`src/rtl/abd_pkg.sv`:
```
package abd_pkg;

  typedef enum logic [2:0] {
    ST_IDLE  = 3'd0,
    ST_BREAK = 3'd1,
    ST_HOLD  = 3'd2,
    ST_DELIM = 3'd3,
    ST_SYNC  = 3'd4
  } abd_state_e;

endpackage

```
`src/rtl/abd_rx_sync.sv`:
```
module abd_rx_sync #(
  parameter int STAGES = 2
) (
  input  logic clk_i,
  input  logic rst_ni,
  input  logic rx_i,
  output logic line_o,
  output logic fall_o,
  output logic rise_o
);

  logic [STAGES-1:0] stg_q;
  logic [STAGES-1:0] stg_d;
  logic              prev_q;

  generate
    if (STAGES == 1) begin : g_single
      assign stg_d = rx_i;
    end else begin : g_chain
      assign stg_d = {stg_q[STAGES-2:0], rx_i};
    end
  endgenerate

  always_ff @(posedge clk_i or negedge rst_ni) begin
    if (!rst_ni) begin
      stg_q  <= '1;
      prev_q <= 1'b1;
    end else begin
      stg_q  <= stg_d;
      prev_q <= stg_q[STAGES-1];
    end
  end

  assign line_o = stg_q[STAGES-1];
  assign fall_o = prev_q & ~stg_q[STAGES-1];
  assign rise_o = ~prev_q & stg_q[STAGES-1];

endmodule

```
`src/rtl/abd_limits.sv`:
```
module abd_limits #(
  parameter int PW = 16,
  localparam int CW = PW + 5
) (
  input  logic [PW-1:0] prescale_i,
  input  logic [1:0]    delim_sel_i,
  output logic [CW-1:0] brk_min_o,
  output logic [CW-1:0] brk_max_o,
  output logic [CW-1:0] delim_min_o
);

  logic [CW-1:0] p_ext;

  assign p_ext     = {{(CW-PW){1'b0}}, prescale_i};
  // 11 bit times as 8 + 2 + 1, 22 bit times as twice that
  assign brk_min_o = (p_ext << 3) + (p_ext << 1) + p_ext;
  assign brk_max_o = brk_min_o << 1;

  always_comb begin
    unique case (delim_sel_i)
      2'd0:    delim_min_o = p_ext;
      2'd1:    delim_min_o = p_ext << 1;
      2'd2:    delim_min_o = (p_ext << 1) + p_ext;
      default: delim_min_o = p_ext << 2;
    endcase
  end

endmodule

```
`src/rtl/abd_sync_timer.sv`:
```
module abd_sync_timer #(
  parameter int PW = 16,
  localparam int MW = PW + 3
) (
  input  logic          clk_i,
  input  logic          rst_ni,
  input  logic          start_i,
  input  logic          run_i,
  input  logic          fall_i,
  output logic          done_o,
  output logic          bad_o,
  output logic          ovf_o,
  output logic [MW-1:0] meas_o
);

  logic [MW-1:0] cnt_q, cnt_d;
  logic [MW-1:0] mark_q, mark_d;
  logic [MW-1:0] iv1_q, iv1_d;
  logic [1:0]    idx_q, idx_d;
  logic [MW-1:0] now, iv, dev, tol;
  logic          at_max;
  logic          upd_en;

  assign at_max = &cnt_q;
  assign now    = cnt_q + 1'b1;
  assign iv     = now - mark_q;
  assign dev    = (iv > iv1_q) ? (iv - iv1_q) : (iv1_q - iv);
  assign tol    = iv1_q >> 2;
  assign meas_o = now;
  assign ovf_o  = run_i & at_max;
  assign upd_en = start_i | run_i;

  always_comb begin
    cnt_d  = cnt_q;
    mark_d = mark_q;
    iv1_d  = iv1_q;
    idx_d  = idx_q;
    done_o = 1'b0;
    bad_o  = 1'b0;
    if (start_i) begin
      cnt_d  = '0;
      mark_d = '0;
      iv1_d  = '0;
      idx_d  = '0;
    end else if (run_i && !at_max) begin
      cnt_d = now;
      if (fall_i) begin
        mark_d = now;
        idx_d  = idx_q + 2'd1;
        if (idx_q == 2'd0) begin
          iv1_d = now;
        end else if (dev > tol) begin
          bad_o = 1'b1;
        end else if (idx_q == 2'd3) begin
          done_o = 1'b1;
        end
      end
    end
  end

  always_ff @(posedge clk_i or negedge rst_ni) begin
    if (!rst_ni) begin
      cnt_q  <= '0;
      mark_q <= '0;
      iv1_q  <= '0;
      idx_q  <= '0;
    end else if (upd_en) begin
      cnt_q  <= cnt_d;
      mark_q <= mark_d;
      iv1_q  <= iv1_d;
      idx_q  <= idx_d;
    end
  end

endmodule

```
`src/rtl/autobaud_detect.sv`:
```
module autobaud_detect
  import abd_pkg::*;
#(
  parameter int PW            = 16,
  parameter int INIT_PRESCALE = 16,
  parameter int SYNC_STAGES   = 2
) (
  input  logic          clk_i,
  input  logic          rst_ni,
  input  logic          enable_i,
  input  logic          rx_i,
  input  logic [1:0]    delim_sel_i,
  input  logic          clear_i,
  output logic [PW-1:0] prescale_o,
  output logic          prescale_valid_o,
  output logic          brk_det_o,
  output logic          brk_timeout_o,
  output logic          sync_timeout_o
);

  localparam int CW = PW + 5;
  localparam int MW = PW + 3;

  abd_state_e    state_q, state_d;
  logic [CW-1:0] cnt_q, cnt_d, cnt_sat;
  logic [PW-1:0] prescale_q, prescale_d;
  logic          valid_q;
  logic          det_q, det_d;
  logic          bto_q, bto_d;
  logic          sto_q, sto_d;

  logic          line, fall, rise;
  logic [CW-1:0] brk_min, brk_max, delim_min;
  logic          tm_start, tm_run, tm_done, tm_bad, tm_ovf;
  logic [MW-1:0] tm_meas;
  logic          set_det, set_bto, set_sto, load;

  abd_rx_sync #(.STAGES(SYNC_STAGES)) rx_sync_i (
    .clk_i  (clk_i),
    .rst_ni (rst_ni),
    .rx_i   (rx_i),
    .line_o (line),
    .fall_o (fall),
    .rise_o (rise)
  );

  abd_limits #(.PW(PW)) limits_i (
    .prescale_i  (prescale_q),
    .delim_sel_i (delim_sel_i),
    .brk_min_o   (brk_min),
    .brk_max_o   (brk_max),
    .delim_min_o (delim_min)
  );

  assign tm_run = enable_i && (state_q == ST_SYNC);

  abd_sync_timer #(.PW(PW)) timer_i (
    .clk_i   (clk_i),
    .rst_ni  (rst_ni),
    .start_i (tm_start),
    .run_i   (tm_run),
    .fall_i  (fall),
    .done_o  (tm_done),
    .bad_o   (tm_bad),
    .ovf_o   (tm_ovf),
    .meas_o  (tm_meas)
  );

  assign cnt_sat = (&cnt_q) ? cnt_q : cnt_q + 1'b1;

  // sequencing
  always_comb begin
    state_d  = state_q;
    cnt_d    = cnt_q;
    tm_start = 1'b0;
    set_det  = 1'b0;
    set_bto  = 1'b0;
    set_sto  = 1'b0;
    load     = 1'b0;
    if (!enable_i) begin
      state_d = ST_IDLE;
      cnt_d   = '0;
    end else begin
      unique case (state_q)
        ST_IDLE: begin
          if (!line) begin
            state_d = ST_BREAK;
            cnt_d   = {{(CW-1){1'b0}}, 1'b1};
          end
        end
        ST_BREAK: begin
          if (rise) begin
            if (cnt_q >= brk_min) begin
              state_d = ST_DELIM;
              cnt_d   = {{(CW-1){1'b0}}, 1'b1};
            end else begin
              state_d = ST_IDLE;
              cnt_d   = '0;
            end
          end else begin
            cnt_d = cnt_sat;
            if (cnt_sat >= brk_min) set_det = 1'b1;
            if (cnt_sat > brk_max) begin
              set_bto = 1'b1;
              state_d = ST_HOLD;
            end
          end
        end
        ST_HOLD: begin
          if (line) state_d = ST_IDLE;
        end
        ST_DELIM: begin
          if (fall) begin
            if (cnt_q >= delim_min) begin
              state_d  = ST_SYNC;
              tm_start = 1'b1;
            end else begin
              state_d = ST_BREAK;
              cnt_d   = {{(CW-1){1'b0}}, 1'b1};
            end
          end else begin
            cnt_d = cnt_sat;
          end
        end
        ST_SYNC: begin
          if (tm_ovf) begin
            set_sto = 1'b1;
            state_d = ST_HOLD;
          end else if (tm_bad) begin
            state_d = ST_IDLE;
          end else if (tm_done) begin
            load    = |tm_meas[MW-1:3];
            state_d = ST_IDLE;
          end
        end
        default: state_d = ST_IDLE;
      endcase
    end
  end

  assign prescale_d = load ? tm_meas[MW-1:3] : prescale_q;
  assign det_d      = set_det | (det_q & ~clear_i);
  assign bto_d      = set_bto | (bto_q & ~clear_i);
  assign sto_d      = set_sto | (sto_q & ~clear_i);

  always_ff @(posedge clk_i or negedge rst_ni) begin
    if (!rst_ni) begin
      state_q    <= ST_IDLE;
      cnt_q      <= '0;
      prescale_q <= PW'(INIT_PRESCALE);
      valid_q    <= 1'b0;
      det_q      <= 1'b0;
      bto_q      <= 1'b0;
      sto_q      <= 1'b0;
    end else begin
      state_q <= state_d;
      cnt_q   <= cnt_d;
      valid_q <= load;
      det_q   <= det_d;
      bto_q   <= bto_d;
      sto_q   <= sto_d;
      if (load) prescale_q <= prescale_d;
    end
  end

  assign prescale_o       = prescale_q;
  assign prescale_valid_o = valid_q;
  assign brk_det_o        = det_q;
  assign brk_timeout_o    = bto_q;
  assign sync_timeout_o   = sto_q;

endmodule

```
`config.mk`:
```
export PLATFORM = sky130hd
export DESIGN_NAME = autobaud_detect
export DESIGN_NICKNAME = d
export VERILOG_FILES = /design/src/rtl/abd_pkg.sv /design/src/rtl/abd_rx_sync.sv /design/src/rtl/abd_limits.sv /design/src/rtl/abd_sync_timer.sv /design/src/rtl/autobaud_detect.sv
export SDC_FILE = /design/constraint.sdc
export NUM_CORES = 1
export LEC_CHECK = 0
export CAP_MARGIN = 20
export CORE_ASPECT_RATIO = 0.6
export CORE_MARGIN = 1.5
export CORE_UTILIZATION = 40
export DETAILED_ROUTE_END_ITERATION = 10
export PLACE_DENSITY = 0.54
export RECOVER_POWER = 50
export SETUP_SLACK_MARGIN = 0.05
export SKIP_CTS_REPAIR_TIMING = 1
export SYNTH_ARGS = -nofsm -noshare
export SYNTH_HDL_FRONTEND = slang
export SYNTH_SLANG_ARGS = --single-unit
```
`constraint.sdc`:
```
create_clock -name clk_i -period 7.6 [get_ports clk_i]
set_clock_uncertainty 0.05 [all_clocks]
set_input_delay 2.28 -clock clk_i [delete_from_list [all_inputs] [get_ports clk_i]]
set_output_delay 2.28 -clock clk_i [all_outputs]
set_load 0.005 [all_outputs]
```
# [Yosys cells after proc, flatten, opt, wreduce, memory -nomap -nowiden]
# Index checks and enable logic that the tools add are counted.
[word_totals] ff_bits=106 mem_count=0 elab_cells=137 ramBits=0 out_inout_bits=20 latch_bits=0 romBits=0
[classes] shift=0 magnitude_cmp=6 n_reduce_logical=17 n_eq_ne=14 n_mul=0 n_addsub=9 mux=65 n_bitwise=13 n_div=0
[op_table] cell="19-bit 2-to-1 mux" n=10
[op_table] cell="21-bit 2-to-1 mux" n=6
[op_table] cell="21-bit >= comparator" n=3
[op_table] cell="21-bit one-hot mux with 3 select lines" n=1
[op_table] cell="19-bit subtractor" n=3
[op_table] cell="18-bit one-hot mux with 3 select lines" n=1
[op_table] cell="1-bit 2-to-1 mux" n=32
[op_table] cell="3-bit 2-to-1 mux" n=10
[op_table] cell="21-bit by 1-bit adder with 21-bit output, second input constant" n=1
[op_table] cell="21-bit by 16-bit adder with 21-bit output" n=1
[op_table] cell="21-bit > comparator" n=1
[op_table] cell="21-bit AND reduction" n=1
[op_table] cell="19-bit by 17-bit adder with 20-bit output" n=1
[op_table] cell="19-bit by 1-bit adder with 19-bit output, second input constant" n=1
[op_table] cell="19-bit by 17-bit > comparator with 1-bit output" n=1
[op_table] cell="19-bit > comparator" n=1
[op_table] cell="19-bit AND reduction" n=1
[op_table] cell="17-bit by 16-bit adder with 18-bit output" n=1
[op_table] cell="16-bit OR reduction" n=1
[op_table] cell="3-bit one-hot mux with 5 select lines" n=1
[op_table] cell="2-bit 2-to-1 mux" n=4
[op_table] cell="4-bit inequality test, second input constant" n=2
[op_table] cell="1-bit AND" n=6
[op_table] cell="3-bit by 2-bit equality test with 1-bit output, second input constant" n=2
[op_table] cell="20 further kinds" n=32

# [Longest topological paths before layout]
# Gate-level depths: netlist of run 1.
[logic_depth] depth_word=15 ltp_mapped=39

# [By module]
# Synthesis of run 1 repeated with hierarchy kept, for this count alone.
[hier_totals] cells_unflattened=1523 area_unflattened_um2=13003.7
[modules_own_cells] mod="abd_sync_timer" area_each_um2=6089.6 seq_area_each_um2=1476.4 cells_per_inst=734 n_inst=1
[modules_own_cells] mod="autobaud_detect" area_each_um2=4380.5 seq_area_each_um2=1102.3 cells_per_inst=500 n_inst=1
[modules_own_cells] mod="abd_limits" area_each_um2=2439.8 seq_area_each_um2=0.0 cells_per_inst=284 n_inst=1
[modules_own_cells] mod="abd_rx_sync" area_each_um2=93.8 seq_area_each_um2=78.8 cells_per_inst=5 n_inst=1

# [Worst setup path before layout of run 1]
# OpenSTA, ideal clock, no wires.
[synth_path] path_type="flip-flop to flip-flop" startpoint="reg timer_i.cnt_q[0]" endpoint="reg prescale_q[10] (netlist: prescale_o[10])" stages_incl_launch_ff=37 synth_period_minus_slack_ns=8.054 setup_slack_ns=-0.454 arrival_ns=7.879 n_path_buf=4 setup_ns=0.125 cell_sequence="dfrtp_1 > ha_1 > nand3_1 > xor2_1 > inv_1 > ha_1 > o21ai_0 > a21oi_1 > o41ai_1 > o211ai_1 > nor4_1 > nor3_1 > a211oi_1 > xnor2_1 > ha_1 > clkbuf_1 > nand4_1 > or3_1 > o22ai_2 > a2111oi_4 > or2_2 > clkbuf_1 > clkbuf_1 > a221o_1 > a21oi_1 > xnor2_1 > ha_1 > a21o_1 > a21o_1 > a211oi_1 > o21ai_0 > a311oi_1 > o21ai_0 > nor4b_1 > nand3b_4 > buf_6 > mux2_4"
[synth_via] elab_chain_len=15 elab_cells_between_ends=27 cone_classes="add/sub: 4; order compare: 2; mux: 16; bitwise: 1; reduce/logical: 4"
[synth_lines] element="start, declared" line_no="abd_sync_timer.sv:16" rtl="logic [MW-1:0] cnt_q, cnt_d;"
[synth_lines] element="start signal, assigned" line_no="abd_sync_timer.sv:68" rtl="cnt_q <= cnt_d;"
[synth_lines] element="19-bit by 1-bit adder with 19-bit output (*)" line_no="abd_sync_timer.sv:25" rtl="assign now = cnt_q + 1'b1;"
[synth_lines] element="net prescale_d[1]" line_no="autobaud_detect.sv:26" rtl="logic [PW-1:0] prescale_q, prescale_d;"
[synth_lines] element="19-bit subtractor" line_no="abd_sync_timer.sv:26" rtl="assign iv = now - mark_q;"
[synth_lines] element="19-bit subtractor / 19-bit > comparator (equally long branches)" line_no="abd_sync_timer.sv:27" rtl="assign dev = (iv > iv1_q) ? (iv - iv1_q) : (iv1_q - iv);"
[synth_lines] element="19-bit 2-to-1 mux" line_no="abd_sync_timer.sv:27"
[synth_lines] element="19-bit by 17-bit > comparator with 1-bit output" line_no="abd_sync_timer.sv:52" rtl="end else if (dev > tol) begin"
[synth_lines] element="1-bit 2-to-1 mux" line_no="abd_sync_timer.sv:52"
[synth_lines] element="1-bit 2-to-1 mux" line_no="abd_sync_timer.sv:50" rtl="if (idx_q == 2'd0) begin"
[synth_lines] element="1-bit 2-to-1 mux" line_no="abd_sync_timer.sv:47" rtl="if (fall_i) begin"
[synth_lines] element="1-bit 2-to-1 mux" line_no="abd_sync_timer.sv:45" rtl="end else if (run_i && !at_max) begin"
[synth_lines] element="1-bit 2-to-1 mux" line_no="abd_sync_timer.sv:40" rtl="if (start_i) begin"
[synth_lines] element="1-bit 2-to-1 mux" line_no="autobaud_detect.sv:131" rtl="end else if (tm_done) begin"
[synth_lines] element="1-bit 2-to-1 mux (*)" line_no="autobaud_detect.sv:129" rtl="end else if (tm_bad) begin"
[synth_lines] element="1-bit 2-to-1 mux (*)" line_no="autobaud_detect.sv:126" rtl="if (tm_ovf) begin"
[synth_lines] element="1-bit 2-to-1 mux (*)" line_no="autobaud_detect.sv:84" rtl="unique case (state_q)"
[synth_lines] element="1-bit 2-to-1 mux (*)" line_no="autobaud_detect.sv:80" rtl="if (!enable_i) begin"
[synth_lines] element="end signal, assigned" line_no="autobaud_detect.sv:150" rtl="prescale_q <= PW'(INIT_PRESCALE);"
[synth_lines] element="end signal, assigned" line_no="autobaud_detect.sv:162" rtl="if (load) prescale_q <= prescale_d;"
[synth_lines] element="end, declared" line_no="autobaud_detect.sv:26"
# Mark *: on every way through the listed nets, which the timed path passes. The rest lies on a longest branch.
# A chain may end at the register's enable or synchronous reset.

# [Worst setup path after layout of run 1]
[layout_path] startpoint="reg timer_i.cnt_q[0]" endpoint="reg prescale_q[8] (netlist: prescale_o[8])"
[layout_via] elab_chain_len=15 elab_cells_between_ends=27 cone_classes="add/sub: 4; order compare: 2; mux: 16; bitwise: 1; reduce/logical: 4"
[layout_lines] element="19-bit by 1-bit adder with 19-bit output" line_no="abd_sync_timer.sv:25"
[layout_lines] element="19-bit subtractor" line_no="abd_sync_timer.sv:26"
[layout_lines] element="19-bit subtractor / 19-bit > comparator (equally long branches)" line_no="abd_sync_timer.sv:27"
[layout_lines] element="19-bit 2-to-1 mux" line_no="abd_sync_timer.sv:27"
[layout_lines] element="19-bit by 17-bit > comparator with 1-bit output" line_no="abd_sync_timer.sv:52"
[layout_lines] element="1-bit 2-to-1 mux" line_no="abd_sync_timer.sv:52"
[layout_lines] element="1-bit 2-to-1 mux" line_no="abd_sync_timer.sv:50"
[layout_lines] element="1-bit 2-to-1 mux" line_no="abd_sync_timer.sv:47"
[layout_lines] element="1-bit 2-to-1 mux" line_no="abd_sync_timer.sv:45"
[layout_lines] element="1-bit 2-to-1 mux" line_no="abd_sync_timer.sv:40"
[layout_lines] element="1-bit 2-to-1 mux" line_no="autobaud_detect.sv:131"
[layout_lines] element="1-bit 2-to-1 mux" line_no="autobaud_detect.sv:129"
[layout_lines] element="1-bit 2-to-1 mux" line_no="autobaud_detect.sv:126"
[layout_lines] element="1-bit 2-to-1 mux" line_no="autobaud_detect.sv:84"
[layout_lines] element="1-bit 2-to-1 mux" line_no="autobaud_detect.sv:80"
# Parallel ways exist; a longest one is shown, timed or not.

==> flow_summary.toml, run 1 <==
[logic_synthesis]
avgSynthCellArea_um2 = 8.32
synthesis.area_um2 = 12300
async_reset_ff_frac = 1.00
synthCells = 1475
synth_seq_cells = 106
synth_top_flop_cell = "dfrtp_1"
syn-num-nets = 1686
ys_warn_count = 0
synth_edf_count = 0
synth.yosys.seq_area_share = 0.217
post_synth_num_cell_types = 72

[worst_setup_path]
worstSetupStartpointType = "flop"
cpLargestDelayFamily = "compound AO/OA/AOI/OAI gates"
startpoint = "timer_i.cnt_q[0]"
critical_path_class = "reg2reg"
worstPathMaxFanout = 8
slowest_stage = "dfrtp_1"
cp.arrival_ps = 7830
rr_startpoint = "timer_i.cnt_q[0]"
slowest_delay_ps = 420
cp-end-kind = "flop"
r2r-end = "prescale_o[8]"
worstPathRequired_ps = 7810
ff2ff_path_depth = 37
cpMostUsedCell = "a21oi_2"
path_depth = 37
endpoint = "prescale_o[8]"
r2r_slack_ps = -20
path_buf_inv = 3

[grt]
grt_overflow = 0
grt_pass1_wl_um = 60300
grt_usage = 0.245
grt.busiest_layer = "met1"
use_met1 = 0.424
met3_usage = 0.0672
grt_pass1_vias = 10300
grt_use_met2 = 0.284
antenna_found_initial = 0
grt_max_degree = 57

[timing]
worst_slack_ps = -17.8
whs_ps = 308
clock.fmax_mhz = 131
fin_setup_tns_ps = -90.1
hold_viol = 0
min_period_over_period = 1.00
slew_violations = 52
period_minus_slack_ps = 7620
finalSetupViolCount = 7
worst_slew_pin_slew_ps = 3000
slew_headroom = -1.00
grt_setup_unrepaired = "yes"

[floorplanning]
ioPinCount = 27
die_h_um = 139
rows = 49
start_util = 0.409
coreArea_um2 = 30000
die_x_um = 229
die_area_um2 = 31800

[detailed_routing]
via_count = 11200
routedWlPerCell_um = 19.2
ant_nets = 0
wl_um = 39200
drtIter0Drc = 953
vias_per_cell = 5.51
first_pass_iters = 5
drc = 0

[pwr]
p_int_mw = 1.15
p_clk_frac = 0.298
swShare = 0.355
p_sw_mw = 0.632
ir_worst_vdd_uv = 98.9
combPwrFrac = 0.369
powerDensity_nw_per_um2 = 121
p_leak_nw = 7.29
p_seq_frac = 0.332

[clock_network]
numCtsBuffers = 9
cts_root_buf = "clkbuf_16"
cts.path.max_buffers = 2
clkLatencyLatePin_ps = 380
path_clk_slew_ps = 80
cts-htree-levels = 3
cts_tree = "done"
clkSinkCount = 106

[placed_design]
port_buffers = 26
routabilityCongestion = 0.914
detailed_place_hpwl_um = 31800
post-place-ws_ps = -467
dpl-instance-area_um2 = 14100

[flow_run]
cap_violations = 1

[status]
violations = "max-capacitance violations, max-slew violations, negative setup slack"
outcome = "complete, but fails checks"

[finish]
antenna_cells = 0
drive_above_1_share = 0.178
nNetsFinal = 1834
fin_area_um2 = 14800
syn2layout_area_growth_pct = 20.2
utilization = 0.491

[hold_path]
min_path_type = "reg2reg"
-- metrics by stage --
step                instances  power (mW)
detailed placement       2012        1.19
CTS                      2028        1.73
global placement         2012        1.18
floorplan                1475       0.988
finish                   2036        1.78
global route             2036        1.88
-- power groups by stage --
stage / Sequential (mW) / Combinational [mW] / Clock (mW)
floorplan: 0.589 / 0.399 / 0
global placement: 0.602 / 0.582 / 0
detailed placement: 0.602 / 0.586 / 0
CTS: 0.591 / 0.591 / 0.546
global route: 0.594 / 0.727 / 0.560
finish: 0.592 / 0.658 / 0.532
-- worst min path at each step --
stage	from	to	slack (ps)	cells past startpoint
floorplan	rx_sync_i.stg_q[0]	rx_sync_i.stg_q[1]	300	0
global placement	rx_sync_i.stg_q[0]	rx_sync_i.stg_q[1]	300	0
detailed placement	rx_sync_i.stg_q[0]	rx_sync_i.stg_q[1]	300	0
CTS	rx_sync_i.stg_q[0]	rx_sync_i.stg_q[1]	310	0
global route	rx_sync_i.stg_q[0]	rx_sync_i.stg_q[1]	310	0
finish	rx_sync_i.stg_q[0]	rx_sync_i.stg_q[1]	310	0
-- metal layers --
metal,part of all wire,up-vias
met5,0,-
met4,0.0058,0
met3,0.086,18
met2,0.34,273
met1,0.57,5350
li1,-,5586
-- layout by cell type (no fill, tap or decap), types with 18 or more instances in the layout --
master / n
a21o_1: 49
a21oi_1: 95
buf_4: 148
clkdlybuf4s50_1: 23
dfrtp_1: 100
ha_1: 192
inv_1: 117
nand2_1: 141
nand2b_1: 27
nand3_1: 37
nand4_1: 30
nor2_1: 90
nor2b_1: 18
nor3_1: 18
o21ai_0: 96
o31ai_1: 27
xnor2_1: 75
xor2_1: 46
-- synthesized netlist by cell type, types with 7 or more instances --
master	n	area [um2]
ha_1	199	2490
xor2_1	50	438
o211ai_1	8	60.1
mux4_2	14	315
or2_2	8	50.1
nand2b_1	27	169
or3_1	12	75.1
and3_1	18	113
nor4_1	9	56.3
a211oi_1	14	105
a21o_1	49	368
a31oi_1	10	62.6
clkbuf_1	35	131
o21ai_0	105	526
mux2i_1	10	100
dfrtp_1	102	2550
and2_1	11	68.8
o21a_1	14	105
o31ai_1	27	203
inv_1	120	450
nand4_1	30	188
nor2b_1	18	113
nor2_1	95	357
nor3_1	20	100
mux2_2	10	113
buf_2	7	35.0
nand2_1	141	529
a21oi_1	102	510
nand3_1	40	200
xnor2_1	76	666
-- area by class of cell --
class	count	area (um2)
Fill cell	2963	15300
Multi-Input combinational cell	1205	9370
Sequential cell	106	2660
Timing Repair Buffer	181	1450
Tap cell	408	510
Inverter	120	450
Clock buffer	10	239
Clock inverter	6	77.6
-- registers in the layout, summed over array words and instances (netlist names) --
register and cells:
timer_i.iv1_q 19, timer_i.cnt_q 19, rx_sync_i.prev_q 1, state_q 3
prescale_o 16, rx_sync_i.stg_q 2, cnt_q 21, brk_timeout_o 1
prescale_valid_o 1, brk_det_o 1, timer_i.idx_q 2, sync_timeout_o 1
timer_i.mark_q 19
-- kinds of logic after synthesis --
family | count (synthesis) | share of synthesized area
mux | 40 | 0.0504
flops | 106 | 0.217
simple gates | 444 | 0.176
fa+ha+maj | 204 | 0.211
xor+xnor | 126 | 0.0899
compound gates | 390 | 0.204
buf+inv | 165 | 0.0524
(Power assumes the default switching activity.)
==> inputs of run 2 (changes only) <==
- ABC_CLOCK_PERIOD_IN_PS: not set -> 8800
- PLACE_DENSITY: 0.54 -> 0.52
- clock period: 7.6 -> 8.8 ns (I/O delays scaled with it)
==> flow_summary.toml, run 2 (synthesized netlist as in run 1, its figures left out) <==
[clock_network]
cts-htree-levels = 3
cts_root_buf = "clkbuf_16"
path_clk_slew_ps = 90
clkLatencyLatePin_ps = 390
numCtsBuffers = 9
clkSinkCount = 106
cts_tree = "done"
cts.path.max_buffers = 2

[worst_setup_path]
slowest_stage = "dfrtp_2"
cp-end-kind = "flop"
worstPathRequired_ps = 9020
critical_path_class = "reg2reg"
worstPathMaxFanout = 17
cpMostUsedCell = "a21oi_1"
path_buf_inv = 4
slowest_delay_ps = 460
startpoint = "timer_i.cnt_q[0]"
worstSetupStartpointType = "flop"
rr_startpoint = "timer_i.cnt_q[0]"
cp.arrival_ps = 8430
cpLargestDelayFamily = "compound AO/OA/AOI/OAI gates"

[timing]
hold_viol = 0
period_minus_slack_ps = 8210
worst_slew_pin_slew_ps = 2320
worst_slack_ps = 593
grt_setup_unrepaired = "no"
fin_setup_tns_ps = 0
finalSetupViolCount = 0
slew_headroom = -0.548
min_period_over_period = 0.933
slew_violations = 109
clock.fmax_mhz = 122

[pwr]
ir_worst_vdd_uv = 85.1
powerDensity_nw_per_um2 = 105
p_leak_nw = 6.66

[finish]
multiInputGateArea_um2 = 9110
drive_above_1_share = 0.0900
layout_common_cells = "ha_1 (197), nand2_1 (141), inv_1 (120), o21ai_0 (103), a21oi_1 (101)"
antenna_cells = 0
largest_reg_flops = 21
syn2layout_area_growth_pct = 10.8
regArea_um2 = 2660
final_common_cell = "ha_1"
nNetsFinal = 1717
largest-register = "cnt_q"
fillers = 2959

[floorplanning]
die_area_um2 = 31800
coreArea_um2 = 30000
rows = 49
ioPinCount = 27
start_util = 0.409
die_x_um = 229
die_h_um = 139

[detailed_routing]
first_pass_iters = 5
drtIter0Drc = 931
vias_per_cell = 5.66
wl_um = 38200
via_count = 10900
ant_nets = 0
drc = 0
routedWlPerCell_um = 19.9

[status]
outcome = "complete, but fails checks"
violations = "max-capacitance violations, max-slew violations"

[placed_design]
port_buffers = 26
detailed_place_hpwl_um = 30800
routabilityCongestion = 0.926
post-place-ws_ps = 87.6

[grt]
grt_usage = 0.243
antenna_found_initial = 0
grt_max_degree = 70
grt_overflow = 0
grt_pass1_wl_um = 59900
grt_pass1_vias = 10000

[hold_path]
hold_path.startpoint = "rx_sync_i.stg_q[0]"
min_path_type = "reg2reg"

[flow_run]
cap_violations = 2
-- run 2: cell count changes in the layout (fill, tap and decap cells not counted), sizes merged --
cell | before | now
buf | 154 | 36
dlygate4sd3 | 2 | 6
clkinv | 0 | 4
bufinv | 1 | 0
clkbuf | 12 | 13
clkdlybuf4s50 | 23 | 19
nand3b | 4 | 3
inv | 124 | 123
clkinvlp | 1 | 0
-- run 2: metal layers --
| layer | GRT usage | wire length (um) |
|---|---|---|
| met1 | 0.418 | 21600 |
| met2 | 0.280 | 12900 |
| met3 | 0.0755 | 3570 |
| met4 | 0.0291 | 222 |
| met5 | 0 | 0 |
-- run 2: where the power goes --
group | total, mW | leakage (nW) | switching, mW | internal [mW]
combinational | 0.475 | 5.06 | 0.269 | 0.207
clock | 0.442 | 0.151 | 0.236 | 0.205
sequential | 0.511 | 1.45 | 0.0173 | 0.494
total | 1.43 | 6.66 | 0.522 | 0.906
-- run 2: final timing paths --
kind | endpoint | slack, ps | cells past startpoint
worst max register to register | prescale_o[13] | 590 | 38
worst min-delay path | rx_sync_i.stg_q[1] | 320 | 0
worst min register to register | rx_sync_i.stg_q[1] | 320 | 0
min in group asynchronous | cnt_q[6] | 2880 | 1
worst max-delay path | prescale_o[13] | 590 | 38
max in group asynchronous | timer_i.cnt_q[0] | 2950 | 2
-- run 2: layout make-up --
| type | instances | area share |
|---|---|---|
| Clock inverter | 7 | 0.00635 |
| Sequential cell | 106 | 0.196 |
| Clock buffer | 9 | 0.0166 |
| Timing Repair Buffer | 65 | 0.0404 |
| Multi-Input combinational cell | 1204 | 0.670 |
| Inverter | 120 | 0.0331 |
| Tap cell | 408 | 0.0376 |
-- run 2: through the flow --
stage	hold slack, ps	utilization	std cells	total power, mW	cell area [um2]
final	322	0.452	1919	1.43	13600
after CTS	318	0.446	1910	1.42	13400
after detailed placement	304	0.436	1894	0.970	13100
after global routing	327	0.452	1919	1.52	13600
after global placement	296	0.436	1894	0.974	13100
after floorplan	295	-	1475	0.847	12300
==> inputs of run 3 (changes only) <==
- SKIP_CTS_REPAIR_TIMING: 1 -> not set
- SKIP_LAST_GASP: not set -> 1
==> flow_summary.toml, run 3 (synthesized netlist as in run 1, its figures left out) <==
[detailed_routing]
wl_met1_um = 21600
wl_met2_um = 12800
dr_wl_met3_um = 3600
first_pass_iters = 5
drc = 0
ant_nets = 0
dr.max_layer_used = "met4"
drtIter0Drc = 954
vias_per_cell = 5.66
wl_um = 38200
routedWlPerCell_um = 19.9
via_count = 10900

[clock_network]
cts-htree-levels = 3
cts.path.max_buffers = 2
cts_root_buf = "clkbuf_16"
cts_tree = "done"
clkLatencyLatePin_ps = 390
clkSinkCount = 106
numCtsBuffers = 9
path_clk_slew_ps = 90

[grt]
grt_max_degree = 70
grt_usage = 0.243
grt_pass1_vias = 10000
grt_pass1_wl_um = 59900
antenna_found_initial = 0
grt_overflow = 0

[finish]
largest_reg_flops = 21
antenna_cells = 0
syn2layout_area_growth_pct = 10.8
largest-register = "cnt_q"
drive_above_1_share = 0.0900
fin_area_um2 = 13600
nNetsFinal = 1717
layout_common_cells = "ha_1 (197), nand2_1 (141), inv_1 (120), o21ai_0 (103), a21oi_1 (101)"
final_common_cell = "ha_1"

[worst_setup_path]
path_buf_inv = 4
cp-end-kind = "flop"
worstSetupStartpointType = "flop"
cp.arrival_ps = 8430
cpMostUsedCell = "a21oi_1"
worstPathMaxFanout = 17
slowest_stage = "dfrtp_2"
cpLargestDelayFamily = "compound AO/OA/AOI/OAI gates"
worstPathRequired_ps = 9020
slowest_delay_ps = 460
critical_path_class = "reg2reg"

[floorplanning]
coreArea_um2 = 30000
ioPinCount = 27
die_h_um = 139
rows = 49
die_x_um = 229
die_area_um2 = 31800
start_util = 0.409

[pwr]
powerDensity_nw_per_um2 = 105
combPwrFrac = 0.332
ir_worst_vdd_uv = 85.1
p_leak_nw = 6.66
p_seq_frac = 0.358
swShare = 0.365
p_clk_frac = 0.310
p_sw_mw = 0.522
p_int_mw = 0.906
finalPower_mw = 1.43

[timing]
grt_setup_unrepaired = "no"
whs_ps = 322
hold_viol = 0
worst_slew_pin_slew_ps = 2310
slew_headroom = -0.541
min_period_over_period = 0.933
period_minus_slack_ps = 8210
finalSetupViolCount = 0
slew_violations = 109
fin_setup_tns_ps = 0
clock.fmax_mhz = 122

[status]
outcome = "complete, but fails checks"
violations = "max-capacitance violations, max-slew violations"

[placed_design]
routabilityCongestion = 0.926
port_buffers = 26
dpl-instance-area_um2 = 13100
detailed_place_hpwl_um = 30800

[flow_run]
cap_violations = 2

[hold_path]
min_path_type = "reg2reg"
[run 3: cell type report]
| class | instances | area, um2 |
|---|---|---|
| Sequential cell | 106 | 2660 |
| Tap cell | 408 | 510 |
| Multi-Input combinational cell | 1204 | 9110 |
| Inverter | 120 | 450 |
| Clock inverter | 7 | 86.3 |
| Timing Repair Buffer | 65 | 549 |
| Clock buffer | 9 | 225 |
| Fill cell | 2959 | 16400 |
[run 3: power groups by stage]
stage	clock network (mW)	registers [mW]	logic, mW
finish	0.442	0.511	0.474
global route	0.475	0.514	0.529
CTS	0.455	0.511	0.453
detailed placement	0	0.520	0.450
global placement	0	0.520	0.454
floorplan	0	0.509	0.339
[run 3: what timing repair did]
action	CTS	global route
hold buffers	0	0
setup buffers	0	9
setup endpoints to repair	2	18
pin swaps	0	7
gates resized for setup	1	28
[run 3: metrics by stage]
stage	util	cells	setup slack, ps
after floorplan	-	1475	746
after global placement	0.436	1894	304
after detailed placement	0.436	1894	87.6
after CTS	0.446	1910	57.3
after global routing	0.452	1919	24.5
final	0.452	1919	587
[run 3: worst paths after layout]
kind | from | endpoint | slack (ps) | depth (start not counted)
max | timer_i.cnt_q[0] | prescale_o[13] | 590 | 38
min | rx_sync_i.stg_q[0] | rx_sync_i.stg_q[1] | 320 | 0
max reg2reg | timer_i.cnt_q[0] | prescale_o[13] | 590 | 38
min reg2reg | rx_sync_i.stg_q[0] | rx_sync_i.stg_q[1] | 320 | 0
max in group asynchronous | rst_ni | timer_i.cnt_q[0] | 2960 | 2
min in group asynchronous | rst_ni | cnt_q[6] | 2880 | 1
[run 3: routing by layer]
metal  track usage  vias up
li1              -     5331
met1         0.418     5164
met4        0.0291        0
met2         0.280      340
met5             0        -
met3        0.0755       17
